## src/rtl/gf128_fold_reducer.sv

```systemverilog
module gf128_fold_reducer #(
  parameter int HALF = 64,
  parameter logic [HALF-1:0] FOLD_CONST = 64'hC200_0000_0000_0000
) (
  input  logic                clk,
  input  logic                rst_n,
  input  logic                in_valid,
  input  logic [4*HALF-1:0]   prod_in,
  output logic                out_valid,
  output logic [2*HALF-1:0]   out_data
);
  localparam int FULL = 2 * HALF;
  localparam int WIDE = 4 * HALF;

  function automatic logic [FULL-1:0] clmul(input logic [HALF-1:0] a, input logic [HALF-1:0] b);
    logic [FULL-1:0] acc;
    acc = '0;
    for (int i = 0; i < HALF; i++)
      if (b[i]) acc ^= FULL'(a) << i;
    return acc;
  endfunction

  // first fold: cancel the lowest quarter
  logic [FULL-1:0] f1_prod, f1_swap, f1_mid, f1_hi;
  assign f1_prod = clmul(prod_in[HALF-1:0], FOLD_CONST);
  assign f1_swap = {f1_prod[HALF-1:0], f1_prod[FULL-1:HALF]};
  assign f1_mid  = prod_in[FULL-1:0] ^ f1_swap;
  assign f1_hi   = prod_in[WIDE-1:FULL] ^ f1_mid;

  logic            s1_valid;
  logic [FULL-1:0] s1_hi;
  logic [HALF-1:0] s1_q;

  always_ff @(posedge clk or negedge rst_n) begin
    if (!rst_n) begin
      s1_valid <= 1'b0;
      s1_hi    <= '0;
      s1_q     <= '0;
    end else begin
      s1_valid <= in_valid;
      if (in_valid) begin
        s1_hi <= f1_hi;
        s1_q  <= f1_mid[FULL-1:HALF];
      end
    end
  end

  // second fold: cancel the next quarter
  logic [FULL-1:0] f2_prod;
  assign f2_prod = clmul(s1_q, FOLD_CONST);

  always_ff @(posedge clk or negedge rst_n) begin
    if (!rst_n) begin
      out_valid <= 1'b0;
      out_data  <= '0;
    end else begin
      out_valid <= s1_valid;
      if (s1_valid) out_data <= s1_hi ^ f2_prod;
    end
  end
endmodule


```

## config.mk

```make
export PLATFORM = sky130hd
export DESIGN_NAME = gf128_fold_reducer
export DESIGN_NICKNAME = d
export VERILOG_FILES = /design/src/rtl/gf128_fold_reducer.sv
export SDC_FILE = /design/constraint.sdc
export NUM_CORES = 1
export LEC_CHECK = 0
export BUFFER_PORTS_ARGS = -buffer_cell sky130_fd_sc_hd__buf_2
export CORE_UTILIZATION = 40
export CTS_CLUSTER_DIAMETER = 30
export DETAILED_ROUTE_END_ITERATION = 8
export SYNTH_ARGS = -nofsm -noshare
export SYNTH_HDL_FRONTEND = slang
export SYNTH_SLANG_ARGS = --single-unit
```

## constraint.sdc

```tcl
create_clock -name clk -period 3.7 [get_ports clk]
set_clock_uncertainty 0.15 [all_clocks]
set_input_delay 0.74 -clock clk [delete_from_list [all_inputs] [get_ports clk]]
set_output_delay 0.74 -clock clk [all_outputs]
set_load 0.05 [all_outputs]
```

# ---- Word level (Yosys, flattened, before mapping)
# Index checks and enable logic that the tools add are counted.
dict set report word_totals {
  reg_bits 322
  elab_cells 12
}
dict set report op_classes {
  bitwise_logic 7
}
# op count
set op_table {}
lappend op_table {{bitwise XOR 128 bit} 3}
lappend op_table {{bitwise XOR 121 x 126 -> 126 bit} 2}
lappend op_table {{bitwise XOR 128 x 127 -> 128 bit} 1}
lappend op_table {{bitwise XOR 126 x 127 -> 127 bit} 1}

# ---- Depth between registers and ports, before layout
# Gate-level depths: netlist (run 1).
dict set report logic_depth {
  depth_word 4
  ltp_mapped 5
  ltp_nobuf 3
}

# ---- Worst setup path before layout (run 1)
# No wires, ideal clock.
dict set report synth_timing {
  kind {input port to flip-flop}
  from {input port in_valid}
  to {register s1_hi[121]}
  n_path_buf 3
  setup_time_ps 125
  required_ps 3425
  stages 4
  setup_slack_ps 1812
  t_arrival_ps 1613
  cell_sequence {buf_2 -> buf_2 -> buf_2 -> mux2_2}
}
# item line_no
set synth_lines {}
lappend synth_lines {{start, declared} 7} ;# input logic in_valid,
lappend synth_lines {{end signal, assigned} 42} ;# s1_hi <= f1_hi;
lappend synth_lines {{end, declared} 31} ;# logic [FULL-1:0] s1_hi;
# No word-level cell between the ends.

# ---- Worst setup path in the final report (run 1)
dict set report layout_timing {
  from {register out_data[22]}
  to {output port out_data[22]}
}
# item line_no
set layout_lines {}
lappend layout_lines {{start, declared} 10} ;# output logic [2*HALF-1:0] out_data
lappend layout_lines {{start signal, assigned} 58} ;# if (s1_valid) out_data <= s1_hi ^ f2_prod;
# No word-level cell between the ends.

==> results of run 1 <==
-- flip-flops by register name (all words and copies together) (netlist names) --
register   count
out_valid      1
s1_valid       1
out_data     128
s1_hi        128
s1_q          64
-- final cells by class --
class | instances | area [sq um] | share of cell area
tap | 525 | 657 | 0.0304
sequential | 322 | 8060 | 0.373
antenna | 6 | 15.0 | 0.000695
clock inverter | 50 | 763 | 0.0353
inverter | 2 | 7.51 | 0.000347
clock buffer | 96 | 2140 | 0.0991
multi-input combinational | 877 | 7790 | 0.360
timing repair buffer | 406 | 2170 | 0.101
-- per-stage QoR --
step / utilization / cell area [sq um] / std cells
floorplan: - / 16100 / 1251
global placement: 0.470 / 18700 / 2132
detailed placement: 0.470 / 18700 / 2132
CTS: 0.543 / 21600 / 2278
global route: 0.544 / 21600 / 2280
finish: 0.544 / 21600 / 2284
-- cell families (layout without fill, tap and decap cells) --
kind of cell,Yosys count,in the layout,share of synthesized area
flops,322,322,0.501
compound gates,134,134,0.0417
xor+xnor,423,423,0.281
other cells,0,6,0
simple gates,134,134,0.0313
mux,186,186,0.130
buf+inv,52,554,0.0149
-- report_power, final --
group	leakage, uW	total, uW	internal, uW	switching (uW)
Sequential	0.00369	4960	4380	580
Combinational	0.00456	4590	1690	2910
Clock	0.00141	7400	5140	2260
Total	0.00966	17000	11200	5750
-- worst max path at each step --
stage / end
global route: out_data[22]
global placement: s1_hi[39]$_DFFE_PN0P_
floorplan: s1_hi[121]$_DFFE_PN0P_
detailed placement: s1_hi[24]$_DFFE_PN0P_
finish: out_data[22]
CTS: out_data[22]
-- layer usage --
metal / global-route usage / share of wire / vias to the layer above
met5: 0 / 0.0019 / -
met4: 0.0806 / 0.025 / 12
met3: 0.0697 / 0.076 / 81
met2: 0.319 / 0.47 / 336
met1: 0.251 / 0.43 / 5157
li1: - / - / 5099
-- synthesized netlist by cell type --
master	n
clkbuf_1	15
buf_4	1
mux2i_1	2
buf_1	1
buf_2	33
xnor3_1	58
a21oi_1	134
xnor2_1	334
dfrtp_1	322
mux2_2	184
inv_1	2
xnor3_4	1
nor2_1	134
xor2_1	30
==> run_results.csv, run 1 <==
group,metric,value,unit
worst_setup_path,crit_family,"flip-flops",
worst_setup_path,crit_required,2.81,ns
synthesis,yosysSeqAreaShare,0.501,
die,io_pins,388,
cells_and_area,drive_gt1_frac,0.417,
sta,setup_viol,0,
worst_setup_path,critPathSlowestCell,"dfrtp_1",
placed_design,numPortBuffers,387,
synthesis,syn-num-nets,1510,
sta,finalCritPeriodShare,0.591,
die,start_util,0.405,
sta,finalHoldViolations,0,
clocking,postCtsHoldBufs,0,
placed_design,hpwl,29.7,mm
cells_and_area,nets,1947,
routing,drt_first_pass_iters,4,
clocking,clk-insertion-delay-late,0.59,ns
routing,drc_errors,0,
routing,drt-vias-per-instance,4.68,
sta,rsz0062_at_grt,"no",
power_and_ir_drop,ir_drop,0.000433,V
synthesis,yosys_warnings,0,
routing,routedWlPerCell,17.7,microns
sta,worstMarginPinSlew,0.830,ns
grt,grt.total_usage,0.201,
sta,fmax,458,MHz
sta,relSlewSlack,0.446,
clocking,cts_made_buffers,79,
clocking,cts_tree,"done",
die,die_h,203,microns
routing,routed_wl,40.5,mm
sta,setup_tns,0,ns
worst_setup_path,crit_path_max_fanout,2,
clocking,clock-root-buffer,"clkbuf_16",
worst_setup_path,reg2reg_depth,2,
worst_setup_path,cp_num_cells,1,
clocking,htree_levels,3,
sta,slew_violations,0,
synthesis,syn_area_per_cell,12.9,sq um
status,status,"finished clean",
worst_setup_path,rr_startpoint,"s1_valid$_DFF_PN0_",
clocking,cts_buffer_depth,3,
placed_design,gp_congestion,0.861,
placed_design,dp_slack,1.43,ns
grt,grt_pass1_wl,63.6,mm
cells_and_area,area_delta_synth_final,34.3,%
worst_setup_path,cp-start-kind,"flop",
die,die_width,203,microns
worst_hold_path,hold_class,"input pin to async pin",
sta,setup_ws,1.51,ns
routing,drt_iter0_drc,388,
worst_setup_path,rrSetupSlack,1.79,ns
worst_setup_path,cp_num_buf_inv,1,
synthesis,syn-instance-count,1251,
worst_setup_path,r2r_end,"out_data[9]$_DFFE_PN0P_",
die,core-area,39700,sq um
power_and_ir_drop,power,17000,uW
clocking,path_clk_slew,0.04,ns
worst_setup_path,end_kind,"primary output",
worst_setup_path,worst_path_largest_cell_delay,0.41,ns
grt,grt_pass1_vias,11600,
cells_and_area,fillers,3404,
grt,overflow,0,
power_and_ir_drop,cellLeakagePower,0.00966,uW
synthesis,ys_ff_latch,322,
synthesis,synth_area,16100,sq um
synthesis,yosysTopAreaCell,"dfrtp_1",
sta,fin_crit,2.19,ns
worst_setup_path,startpoint,"out_data[22]$_DFFE_PN0P_",
clocking,postCtsSetupRepairBufs,0,
worst_setup_path,worstPathArrival,1.30,ns
routing,detail-route-antenna-nets,0,
grt,antenna_found_initial,16,
clocking,clock_sinks,322,
cells_and_area,final_common_cell,"buf_2",
job,maxCapViolations,0,
worst_setup_path,crit_chain,"buf_2",
die,rows,73,
worst_setup_path,criticalPathCategory,"flop to primary output",
cells_and_area,layout_common_cells,"buf_2 (385), xnor2_1 (334), dfrtp_1 (321), mux2_2 (184)",
grt,grt_max_degree,105,
routing,num_vias,10700,
die,die-area,41000,sq um
sta,whs,0.0821,ns
clocking,cts_resized,0,
synthesis,synthDominantCellAreaShare,0.501,
power_and_ir_drop,power_density,785,nW/um^2
synthesis,yosysUniqueCellTypes,14,
synthesis,synthTopCellsByArea,"dfrtp_1 (50%), xnor2_1 (18%), mux2_2 (13%), xnor3_1 (8.1%), a21oi_1 (4.2%)",
(Power assumes the default switching activity.)
==> run 2: changes to the inputs <==
==> constraint.sdc (replaced) <==
create_clock -name clk -period 1.8 [get_ports clk]
set_clock_uncertainty 0.15 [all_clocks]
set_input_delay 0.36 -clock clk [delete_from_list [all_inputs] [get_ports clk]]
set_output_delay 0.36 -clock clk [all_outputs]
set_load 0.05 [all_outputs]
==> run_results.csv, run 2 (synthesized netlist as in run 1, its figures left out) <==
group,metric,value,unit
die,start_util,0.405,
grt,grt_pass1_wl,67.1,mm
worst_setup_path,criticalPathCategory,"flop to primary output",
routing,drt_iter0_drc,422,
sta,setup_tns,0,ns
power_and_ir_drop,cellLeakagePower,0.0104,uW
clocking,clk-insertion-delay-late,0.60,ns
clocking,clock-root-buffer,"clkbuf_16",
routing,drt-vias-per-instance,4.69,
worst_setup_path,end_kind,"primary output",
die,die_width,203,microns
worst_hold_path,hold_class,"input pin to flop",
sta,fmax,572,MHz
placed_design,numPortBuffers,387,
grt,grt_pass1_vias,12300,
sta,finalHoldViolations,0,
die,rows,73,
cells_and_area,reg_top3,"out_data x128, s1_hi x128, s1_q x64",
cells_and_area,multi_input_area,7790,sq um
clocking,path_clk_slew,0.04,ns
clocking,cts_buffer_depth,3,
worst_setup_path,critPathSlowestCell,"dfrtp_1",
routing,detail-route-antenna-nets,0,
clocking,postCtsSetupRepairBufs,0,
placed_design,hpwl,30.5,mm
power_and_ir_drop,ir_drop,0.00109,V
die,die_h,203,microns
routing,routedWlPerCell,17.7,microns
routing,drt_first_pass_iters,4,
sta,rsz0062_at_grt,"no",
die,die-area,41000,sq um
worst_setup_path,crit_chain,"buf_2",
job,maxCapViolations,0,
cells_and_area,instances_no_fill,2437,
clocking,cts_tree,"done",
grt,antenna_found_initial,11,
grt,grt_max_degree,83,
status,status,"finished clean",
worst_setup_path,cp-start-kind,"flop",
clocking,clock_sinks,322,
cells_and_area,drive_gt1_frac,0.394,
placed_design,gp_congestion,0.858,
cells_and_area,layout_common_cells,"buf_2 (379), xnor2_1 (334), dfrtp_1 (321), mux2_2 (184)",
worst_setup_path,crit_required,1.29,ns
sta,worstMarginPinSlew,0.402,ns
sta,relSlewSlack,0.732,
cells_and_area,fillers,3259,
placed_design,dp_cells,2141,
die,io_pins,388,
worst_setup_path,cp_num_buf_inv,1,
sta,finalCritPeriodShare,0.971,
grt,grt.total_usage,0.212,
cells_and_area,post-route-util,0.586,
cells_and_area,nets,2092,
clocking,cts_made_buffers,87,
power_and_ir_drop,power_density,1550,nW/um^2
placed_design,dpl_cell_area,18900,sq um
grt,overflow,0,
worst_setup_path,worstPathArrival,1.24,ns
worst_setup_path,crit_family,"flip-flops",
sta,slew_violations,0,
cells_and_area,final_area,23300,sq um
power_and_ir_drop,power,36000,uW
routing,drc_errors,0,
sta,setup_viol,0,
die,core-area,39700,sq um
cells_and_area,final_common_cell,"buf_2",
cells_and_area,seq_area,8060,sq um
worst_setup_path,worst_path_largest_cell_delay,0.38,ns
worst_setup_path,crit_path_max_fanout,2,
routing,num_vias,11400,
routing,routed_wl,43.1,mm
clocking,htree_levels,3,
sta,fin_crit,1.75,ns
cells_and_area,area_delta_synth_final,44.8,%
-- run 2: what timing repair did --
action                     CTS  global route
setup endpoints to repair    5             1
resized for setup            5             1
hold buffers               128             0
hold endpoints to repair   448             0
gates cloned                 0             0
-- run 2: where the power goes --
| group | leakage (uW) | internal, uW | switching (uW) | total (uW) |
|---|---|---|---|---|
| sequential | 0.00369 | 9010 | 1190 | 10200 |
| clock | 0.00152 | 11300 | 4740 | 16000 |
| combinational | 0.00518 | 3710 | 6090 | 9800 |
-- run 2: worst min-delay path: cells and delay by family --
kind | cells | cell delay [ns]
xor+xnor | 1 | 0.14
buf+inv | 1 | 0.09
mux | 1 | 0.15
-- run 2: cell type report --
class / count / area share
multi-input cells: 877 / 0.334
inverters: 2 / 0.000322
diodes: 7 / 0.000752
flip-flops and latches: 322 / 0.346
repair buffers: 543 / 0.156
clock buffers: 115 / 0.105
clock inverters: 46 / 0.0287
well taps: 525 / 0.0282
-- run 2: per-stage QoR --
stage                     setup WS, ns  hold WS [ns]
after floorplan                  0.292       -0.0856
after global placement           0.137         0.147
after detailed placement         0.127         0.144
after CTS                      0.00107       0.00778
after global routing           0.00174        0.0290
final                           0.0513        0.0394
-- run 2: path summary, 6_finish.rpt --
path / start / to / slack [ns] / cells after the start
worst max-delay path: out_data[8]$_DFFE_PN0P_ / out_data[8] / 0.05 / 1
worst min-delay path: prod_in[190] / s1_hi[62]$_DFFE_PN0P_ / 0.04 / 3
worst max register to register: s1_valid$_DFF_PN0_ / out_data[3]$_DFFE_PN0P_ / 0.36 / 2
worst min register to register: s1_hi[25]$_DFFE_PN0P_ / out_data[25]$_DFFE_PN0P_ / 0.34 / 1
max in group asynchronous: rst_n / out_data[58]$_DFFE_PN0P_ / 0.69 / 3
min in group asynchronous: rst_n / s1_hi[80]$_DFFE_PN0P_ / 0.12 / 2
-- run 2: metal layers --
| metal | track usage | share of wire | vias to the layer above |
|---|---|---|---|
| met3 | 0.0689 | 0.075 | 59 |
| met1 | 0.262 | 0.43 | 5599 |
| met5 | 0 | 0.0012 | - |
| met2 | 0.349 | 0.48 | 363 |
| li1 | - | - | 5394 |
| met4 | 0.0709 | 0.016 | 8 |
